File: src/rtl/spi_word_pkg.sv
package spi_word_pkg;
  localparam int CMD_W    = 32;
  localparam int WORD_W   = 32;
  localparam int LEN_W    = 5;
  localparam int DIV_W    = 5;
  localparam int CS_W     = 2;
  localparam int NUM_CS   = 1 << CS_W;
  localparam int CNT_W    = LEN_W + 1;
  localparam int PH_W     = LEN_W + 1;

  localparam int B_GO     = 31;
  localparam int B_MASTER = 30;
  localparam int B_CPOL   = 29;
  localparam int B_CPHA   = 28;
  localparam int B_CSSEL  = 26;
  localparam int B_CS0POL = 22;
  localparam int B_SWCS   = 21;
  localparam int B_SWLVL  = 20;
  localparam int B_IDLE   = 18;
  localparam int B_LSB    = 16;
  localparam int B_BSWAP  = 15;
  localparam int B_RXEN   = 12;
  localparam int B_TXEN   = 11;
  localparam int B_DIV    = 6;
  localparam int B_LEN    = 0;

  typedef enum logic [1:0] {ST_IDLE, ST_SETUP, ST_SHIFT, ST_HOLD} engState_t;

  typedef struct packed {
    logic active;
    logic load;
    logic advance;
    logic sample;
    logic finish;
  } engStrobe_t;

  typedef struct packed {
    logic             lsbFirst;
    logic             byteSwap;
    logic             txEn;
    logic             rxEn;
    logic             idleLvl;
    logic [LEN_W-1:0] len;
  } dpCfg_t;

  function automatic logic [WORD_W-1:0] swapBytes(input logic [WORD_W-1:0] w);
    logic [WORD_W-1:0] r;
    for (int b = 0; b < WORD_W / 8; b++) begin
      r[b*8 +: 8] = w[(WORD_W/8 - 1 - b)*8 +: 8];
    end
    return r;
  endfunction
endpackage

File: src/rtl/spi_word_ctrl.sv
module spi_word_ctrl
  import spi_word_pkg::*;
(
  input  logic              clk,
  input  logic              rstN,
  input  logic              cmdWrEn,
  input  logic [CMD_W-1:0]  cmdWrData,
  input  logic              stsClrRdy,
  output logic [CMD_W-1:0]  cmdReg,
  output logic              stsReady,
  output logic              sclk,
  output logic [NUM_CS-1:0] csN,
  output engStrobe_t        strobe
);
  engState_t        state;
  logic [DIV_W-1:0] divCnt;
  logic [PH_W-1:0]  ph;
  logic             sclkReg;

  logic [DIV_W-1:0] divVal;
  logic [LEN_W-1:0] lenVal;
  logic [PH_W-1:0]  lastPh;
  logic             tick, accept, startGo, done, shiftTick, isLead, lastEdge, cpha;
  logic             busy, csOn;
  logic [CS_W-1:0]  csSel;

  assign divVal    = cmdReg[B_DIV +: DIV_W];
  assign lenVal    = cmdReg[B_LEN +: LEN_W];
  assign lastPh    = {lenVal, 1'b1};
  assign cpha      = cmdReg[B_CPHA];
  assign busy      = (state != ST_IDLE);
  assign tick      = (divCnt == divVal);
  assign accept    = (state == ST_IDLE) && cmdWrEn;
  assign startGo   = accept && cmdWrData[B_GO] && cmdWrData[B_MASTER];
  assign done      = (state == ST_HOLD) && tick;
  assign shiftTick = (state == ST_SHIFT) && tick;
  assign isLead    = ~ph[0];
  assign lastEdge  = (ph == lastPh);

  always_ff @(posedge clk) begin
    if (!rstN) begin
      state    <= ST_IDLE;
      cmdReg   <= '0;
      divCnt   <= '0;
      ph       <= '0;
      sclkReg  <= 1'b0;
      stsReady <= 1'b0;
    end else begin
      stsReady <= done | (stsReady & ~stsClrRdy);
      unique case (state)
        ST_IDLE: begin
          if (accept) begin
            cmdReg <= startGo ? cmdWrData : {1'b0, cmdWrData[CMD_W-2:0]};
          end
          if (startGo) begin
            state   <= ST_SETUP;
            divCnt  <= '0;
            sclkReg <= cmdWrData[B_CPOL];
          end
        end
        ST_SETUP: begin
          if (tick) begin
            divCnt <= '0;
            ph     <= '0;
            state  <= ST_SHIFT;
          end else begin
            divCnt <= divCnt + 1'b1;
          end
        end
        ST_SHIFT: begin
          if (tick) begin
            divCnt  <= '0;
            sclkReg <= ~sclkReg;
            if (lastEdge) state <= ST_HOLD;
            else          ph    <= ph + 1'b1;
          end else begin
            divCnt <= divCnt + 1'b1;
          end
        end
        ST_HOLD: begin
          if (tick) begin
            divCnt       <= '0;
            state        <= ST_IDLE;
            cmdReg[B_GO] <= 1'b0;
          end else begin
            divCnt <= divCnt + 1'b1;
          end
        end
        default: state <= ST_IDLE;
      endcase
    end
  end

  assign sclk = busy ? sclkReg : cmdReg[B_CPOL];

  always_comb begin
    strobe.active  = busy;
    strobe.load    = startGo;
    strobe.sample  = shiftTick && (isLead ^ cpha);
    strobe.advance = shiftTick && !(isLead ^ cpha) && (ph != '0) && !lastEdge;
    strobe.finish  = done;
  end

  assign csSel = cmdReg[B_CSSEL +: CS_W];
  assign csOn  = cmdReg[B_SWCS] ? ~cmdReg[B_SWLVL] : busy;

  for (genvar i = 0; i < NUM_CS; i++) begin : g_cs
    logic lvl;
    assign lvl = ~(csOn && (csSel == CS_W'(i)));
    if (i == 0) begin : g_pol
      assign csN[i] = lvl ^ cmdReg[B_CS0POL];
    end else begin : g_plain
      assign csN[i] = lvl;
    end
  end


  ready_set_chk: assert property (@(posedge clk) disable iff (!rstN)
    done |=> stsReady);

  go_clear_chk: assert property (@(posedge clk) disable iff (!rstN)
    done |=> !cmdReg[B_GO]);

  busy_write_ignored_chk: assert property (@(posedge clk) disable iff (!rstN)
    (busy && !done && cmdWrEn) |=> (cmdReg == $past(cmdReg)));

  sclk_rest_chk: assert property (@(posedge clk) disable iff (!rstN)
    (state == ST_HOLD) |-> (sclkReg == cmdReg[B_CPOL]));
endmodule

File: src/rtl/spi_word_dpath.sv
module spi_word_dpath
  import spi_word_pkg::*;
(
  input  logic              clk,
  input  logic              rstN,
  input  engStrobe_t        strobe,
  input  dpCfg_t            cfg,
  input  logic [WORD_W-1:0] txWord,
  input  logic              miso,
  output logic              mosi,
  output logic [WORD_W-1:0] rxWord,
  output logic              rxValid
);
  logic [WORD_W-1:0] txRaw;
  logic [WORD_W-1:0] rxAcc;
  logic [CNT_W-1:0]  outCnt;
  logic [CNT_W-1:0]  inCnt;
  logic [LEN_W-1:0]  oIdx, iIdx, oMap;

  assign oIdx = cfg.lsbFirst ? outCnt[LEN_W-1:0] : cfg.len - outCnt[LEN_W-1:0];
  assign iIdx = cfg.lsbFirst ? inCnt[LEN_W-1:0]  : cfg.len - inCnt[LEN_W-1:0];
  assign oMap = cfg.byteSwap ? {~oIdx[LEN_W-1:3], oIdx[2:0]} : oIdx;
  assign mosi = (strobe.active && cfg.txEn) ? txRaw[oMap] : cfg.idleLvl;

  always_ff @(posedge clk) begin
    if (!rstN) begin
      txRaw   <= '0;
      rxAcc   <= '0;
      outCnt  <= '0;
      inCnt   <= '0;
      rxWord  <= '0;
      rxValid <= 1'b0;
    end else begin
      rxValid <= strobe.finish && cfg.rxEn;
      if (strobe.load) begin
        txRaw  <= txWord;
        rxAcc  <= '0;
        outCnt <= '0;
        inCnt  <= '0;
      end
      if (strobe.advance) outCnt <= outCnt + 1'b1;
      if (strobe.sample) begin
        rxAcc[iIdx] <= miso;
        inCnt       <= inCnt + 1'b1;
      end
      if (strobe.finish && cfg.rxEn) begin
        rxWord <= cfg.byteSwap ? swapBytes(rxAcc) : rxAcc;
      end
    end
  end


  bit_count_chk: assert property (@(posedge clk) disable iff (!rstN)
    strobe.finish |-> (inCnt == ({1'b0, cfg.len} + 1'b1)));

  no_rx_push_chk: assert property (@(posedge clk) disable iff (!rstN)
    (strobe.finish && !cfg.rxEn) |=> !rxValid);
endmodule

File: src/rtl/spi_word_engine.sv
module spi_word_engine
  import spi_word_pkg::*;
(
  input  logic        clk,
  input  logic        rstN,
  input  logic        cmdWrEn,
  input  logic [31:0] cmdWrData,
  output logic [31:0] cmdRdData,
  input  logic        stsClrRdy,
  output logic        stsReady,
  input  logic [31:0] txWord,
  output logic [31:0] rxWord,
  output logic        rxValid,
  output logic        sclk,
  output logic        mosi,
  input  logic        miso,
  output logic [3:0]  csN
);
  logic [CMD_W-1:0] cmdReg;
  engStrobe_t       strobe;
  dpCfg_t           cfg;

  assign cmdRdData    = cmdReg;
  assign cfg.lsbFirst = cmdReg[B_LSB];
  assign cfg.byteSwap = cmdReg[B_BSWAP];
  assign cfg.txEn     = cmdReg[B_TXEN];
  assign cfg.rxEn     = cmdReg[B_RXEN];
  assign cfg.idleLvl  = cmdReg[B_IDLE];
  assign cfg.len      = cmdReg[B_LEN +: LEN_W];

  spi_word_ctrl u_ctrl (
    .clk       (clk),
    .rstN      (rstN),
    .cmdWrEn   (cmdWrEn),
    .cmdWrData (cmdWrData),
    .stsClrRdy (stsClrRdy),
    .cmdReg    (cmdReg),
    .stsReady  (stsReady),
    .sclk      (sclk),
    .csN       (csN),
    .strobe    (strobe)
  );

  spi_word_dpath u_dpath (
    .clk     (clk),
    .rstN    (rstN),
    .strobe  (strobe),
    .cfg     (cfg),
    .txWord  (txWord),
    .miso    (miso),
    .mosi    (mosi),
    .rxWord  (rxWord),
    .rxValid (rxValid)
  );
endmodule

File: config.mk
export PLATFORM = sky130hd
export DESIGN_NAME = spi_word_engine
export DESIGN_NICKNAME = d
export VERILOG_FILES = /design/src/rtl/spi_word_pkg.sv /design/src/rtl/spi_word_ctrl.sv /design/src/rtl/spi_word_dpath.sv /design/src/rtl/spi_word_engine.sv
export SDC_FILE = /design/constraint.sdc
export NUM_CORES = 1
export LEC_CHECK = 0
export ABC_AREA = 1
export BUFFER_PORTS_ARGS = -buffer_cell sky130_fd_sc_hd__buf_2
export CORE_MARGIN = 8
export CORE_UTILIZATION = 51
export DETAILED_ROUTE_END_ITERATION = 7
export PLACE_DENSITY_LB_ADDON = 0.3
export SKIP_LAST_GASP = 1
export SYNTH_ARGS = -nofsm -noshare
export SYNTH_HDL_FRONTEND = slang
export SYNTH_SLANG_ARGS = --single-unit
File: constraint.sdc
create_clock -name clk -period 2.05 [get_ports clk]
set_input_delay 0.205 -clock clk [delete_from_list [all_inputs] [get_ports clk]]
set_output_delay 0.205 -clock clk [all_outputs]
set_load 0.005 [all_outputs]
======== Word level (Yosys, flattened, before mapping) ========
Cells that the tools add are included.
word-level totals
  register bits after elaboration ......... 156
cells by class
  add/sub/neg operators ................... 6
  equal/unequal tests ..................... 15
  bitwise operators ....................... 13
  reductions and logical operators ........ 33
  muxes and demuxes ....................... 38
  magnitude comparators ................... 3
operators with widths
  cell                                                                          number
  32-bit 2-to-1 mux                                                             6
  6-bit 2-to-1 mux                                                              6
  32-bit bitwise mux                                                            1
  5-bit 2-to-1 mux                                                              5
  6-bit by 1-bit adder with 6-bit output, second input constant                 3
  1-bit logical AND                                                             16
  5-bit by 6-bit less-than comparator with 1-bit output, second input constant  2
  2-bit by 1-bit inequality test with 1-bit output, second input constant       6
  6-bit one-hot mux with 2 select lines                                         1
  2-bit nonzero test                                                            6
  2-bit 2-to-1 mux                                                              5
  5-bit one-hot mux with 2 select lines                                         1
  5-bit subtractor                                                              2
  2-bit equality test, second input constant                                    4
  1-bit 2-to-1 mux                                                              8
  1-bit NOT                                                                     8
  2-bit one-hot mux with 4 select lines                                         1
  6-bit equality test                                                           1
  3-bit AND reduction                                                           2
  6-bit nonzero test                                                            1
  5-bit by 1-bit adder with 5-bit output, second input constant                 1
  1-bit binary-select mux with 5-bit select                                     1
  1-bit demux with 5-bit select                                                 1
  5-bit equality test                                                           1
  other kinds (14)                                                              19

======== Logic depth before layout (Yosys ltp) ========
  depth after elaboration ................. 8
  depth in mapped cells ................... 17
  mapped depth without buffers ............ 17

======== By module ========
From an unflattened synthesis, not the netlist that was laid out.
second synthesis, totals
  cell total of the unflattened synthesis .. 1,171
  area, all modules ....................... 7,895.1 µm²
modules (own cells, without submodules)
  module          cells each  times used  area an instance (µm²)
  spi_word_dpath  842         1           5,597.9
  spi_word_ctrl   329         1           2,297.2

======== Worst setup path before layout ========
Ideal clock, no wire load.
  kind .................................... reg2out
  start point ............................. reg u_ctrl.cmdReg[0]
  end point ............................... out mosi
  cell stages (with the launch flop) ...... 16
  path slack .............................. -0.183 ns
  arrival ................................. 2.028 ns
  cells stage by stage .................... dfxtp_1 inv_1 ha_1 fa_1 o21ai_2 inv_1 nand3_1 nand2_1 nand2_1 nand2_1 inv_1 nand2_1 nand3_1 nand2_1 nand2_1 nand2_1
between the ends
  word-level cells in the longest chain between the ends .. 7
RTL lines
  element                                      RTL line               text
  start, declared                              spi_word_ctrl.sv:9     output logic [CMD_W-1:0] cmdReg,
  start signal, assigned                       spi_word_ctrl.sv:53    cmdReg <= startGo ? cmdWrData : {1'b0, cmdWrData[CMD_W-2:0]};
  5-bit subtractor *                           spi_word_dpath.sv:20   assign oIdx = cfg.lsbFirst ? outCnt[LEN_W-1:0] : cfg.len - outCnt[LEN_W-1:0];
  5-bit 2-to-1 mux *                           spi_word_dpath.sv:20
  2-bit NOT                                    spi_word_dpath.sv:22   assign oMap = cfg.byteSwap ? {~oIdx[LEN_W-1:3], oIdx[2:0]} : oIdx;
  5-bit 2-to-1 mux *                           spi_word_dpath.sv:22
  1-bit binary-select mux with 5-bit select *  spi_word_dpath.sv:23   assign mosi = (strobe.active && cfg.txEn) ? txRaw[oMap] : cfg.idleLvl;
  1-bit 2-to-1 mux (implied by the code) *     spi_word_dpath.sv:23
  1-bit 2-to-1 mux *                           spi_word_dpath.sv:23
  end, declared                                spi_word_engine.sv:15  output logic mosi,
Mark *: on every way between the ends. The rest lies on a longest branch, timed or not. The select of a mux whose other input is x is not followed.

======== Worst setup path in the final report ========
Ends and elaborated chain as after synthesis.

==> metrics.csv <==
metric,value,unit
outcome,"complete, but fails checks",
violations,setup timing,
cts_tree,built,
synth_top_area_share,38.8,%
powerDensity,1010,mW/mm²
fillers,1410,
clk_latency,0.43,ns
cts.clk_slew.worst_paths,0.06,ns
clock_power_share,29.1,%
async_reset_ff_share,0,%
cpPeakStageDelay,0.49,ns
area_delta_synth_final,25.3,%
root_buffer,clkbuf_16,
diodes,0,
fp.dieArea,0.0198,mm²
synth-seq-cells,154,
ctsHtreeMaxLevel,4,
layout.nets,1415,
synth.most_common_cell,nand2_1,
cap_violations,0,
cts_buffer_depth,2,
start_util,52.3,%
final_cells,1526,
start_kind,flip-flop,
drive_above_1_share,23.5,%
overflow,0,
path_cells,"inv_2, ha_4, fa_1, o21ai_4, inv_4, nand3_1, nand3_1, nand2_1, nand2_1, nand3_1, nand2_2, nand2_1, nand2_1, buf_2",
ys_types,35,
wl_per_cell,13.4,µm
critical_path_class,reg2out,
timing.setup.tns,-4.07,ns
rows,45,
grt_usage,20.6,%
synth_area_leaders,"dfxtp_1 (39%), nand2_1 (10%), a21oi_1 (8.5%)",
core,0.0152,mm²
relSlewSlack,53.6,%
grt-busiest-layer,met2,
fin_skew,0.00768,ns
grt_max_degree,70,
grtUsageMet3,5.30,%
ir_worst_vdd,0.000832,V
leakage,0.00439,µW
drcViolationCount,0,
synthesis.area,0.00795,mm²
syn_nets,1262,
final-setup-viol-count,33,
crit_path_frequent_cell,nand2_1,
synthCells,1173,
min_period,2.77,ns
pwr-share-seq,34.6,%
die_h,141,µm
end_kind,primary output,
antenna_found_initial,0,
cts_inserted_buffers,17,
cts_sinks,154,
dp_slack,-0.422,ns
min_period_over_period,135,%
timing_hold_violations_final,0,
internal_power,6350,µW
yosysTopAreaCell,dfxtp_1,
rsz0062_at_grt,true,
slowest_stage,fa_1,
crit_path_max_fanout,8,
synth_ff_type,dfxtp_1,
hold_buffers,0,
fmax,361,MHz
synth_common_cells,"nand2_1 (220), inv_1 (162), dfxtp_1 (154)",
ios,141,
drv_slew,0,
die_w,141,µm
grt_pass1_wl,34.0,mm
p_sw,3700,µW
hp-class,in2reg,
switching_share,36.8,%
final_cell_area,0.00996,mm²
setup_slack,-0.722,ns
num_vias,7818,
viasPerCell,5.12,
ys_warn_count,0,
initialDrtViolationCount,412,
dp.cells,1490,
grt_use_met2,35.1,%
syn-mean-instance-area,6.78,µm²
grt_pass1_vias,7293,
gp_congestion,0.839,
worst-endpoint-arrival,2.57,ns
routed_wl,20.4,mm
dp_hpwl,14.1,mm
drt-pass1-iter-count,5,
tightest_slew,0.695,ns
reg2reg_slack,-0.16,ns
critPathRequiredTime,1.85,ns
share_comb_of_total_power,36.3,%
synth_edf_count,0,
yosysSeqAreaShare,38.8,%
portBuffers,140,
use_met1,24.7,%
ant_nets,0,
place_area,0.00904,mm²
sequential cells by signal (all words and copies together), names as in the netlist:
name and flops:
u_ctrl.cmdReg 32, u_ctrl.divCnt 5, u_ctrl.ph 6, u_ctrl.sclkReg 1, u_ctrl.state 2, u_ctrl.stsReady 1, u_dpath.inCnt 5, u_dpath.outCnt 5
u_dpath.rxAcc 32, u_dpath.rxValid 1, u_dpath.rxWord 32, u_dpath.txRaw 32
cell type report:
class	count	area, µm²	share of cell area, %
clock buffer	21	450	4.52
clock inverter	10	96.3	0.967
inverter	166	626	6.28
multi-input combinational	797	4300	43.2
sequential	154	3090	31.0
tap	188	235	2.36
timing repair buffer	190	1160	11.7
kinds of logic after synthesis:
kind of cell | after synthesis | share of synthesized area, %
buf+inv | 226 | 12.3
xor+xnor | 16 | 1.86
simple gates | 475 | 25.7
flops | 154 | 38.8
fa+ha+maj | 20 | 3.34
compound gates | 282 | 18.0
layer usage:
metal  vias up  wire length (µm)  share of wire (%)
li1       4047                 -                  -
met5         -                 0                  0
met3        29              1100                5.4
met1      3573              9110                 45
met4         0               362                1.8
met2       169              9870                 48
per-stage QoR:
stage | hold slack [ns] | utilization (%) | power (µW)
floorplan | 0.348 | - | 5680
global placement | 0.429 | 59.5 | 6750
detailed placement | 0.432 | 59.5 | 6820
CTS | 0.00896 | 65.1 | 10000
global route | 0.0399 | 65.5 | 10700
finish | 0.0255 | 65.5 | 10000
cells in the final DEF, fill, tap and decap left out, types with 15 or more instances in the layout:
cell type / count
nand2_1: 213
inv_1: 155
dfxtp_1: 150
buf_2: 139
nor2_1: 132
a21oi_1: 129
o21ai_0: 120
nand3_1: 60
buf_4: 42
nand3_2: 38
o21ai_1: 21
clkbuf_16: 17
ha_1: 15
critical path: cells and delay by family, from the launching register on:
kind / cells / cell delay, ns
and+or+nand+nor: 8 / 0.63
AOI/OAI and AO/OA: 1 / 0.24
buffers and inverters: 3 / 0.28
adders and majority gates: 2 / 0.64
DFF: 1 / 0.34
power groups by stage:
| stage | clock, µW | sequential, µW | combinational [µW] |
|---|---|---|---|
| after detailed placement | 0 | 3530 | 3290 |
| after floorplan | 0 | 3520 | 2160 |
| final | 2920 | 3480 | 3650 |
| after global placement | 0 | 3520 | 3230 |
| after global routing | 3090 | 3510 | 4080 |
| after CTS | 2980 | 3470 | 3570 |
path summary, 6_finish.rpt:
check | to | from | cells after the start
worst max register to register | u_dpath.rxAcc[12] | u_ctrl.cmdReg[0] | 16
worst min register to register | u_dpath.rxWord[9] | u_dpath.rxWord[9] | 2
worst max-delay path | mosi | u_ctrl.cmdReg[0] | 14
worst min-delay path | u_ctrl.cmdReg[17] | cmdWrData[17] | 3
repair_timing:
item | in CTS | in global routing
cloned | 4 | 0
pin swaps | 54 | 9
setup endpoints to repair | 37 | 39
resized for setup | 55 | 18
setup buffers | 6 | 0
Power figures use the tool's default switching activity.
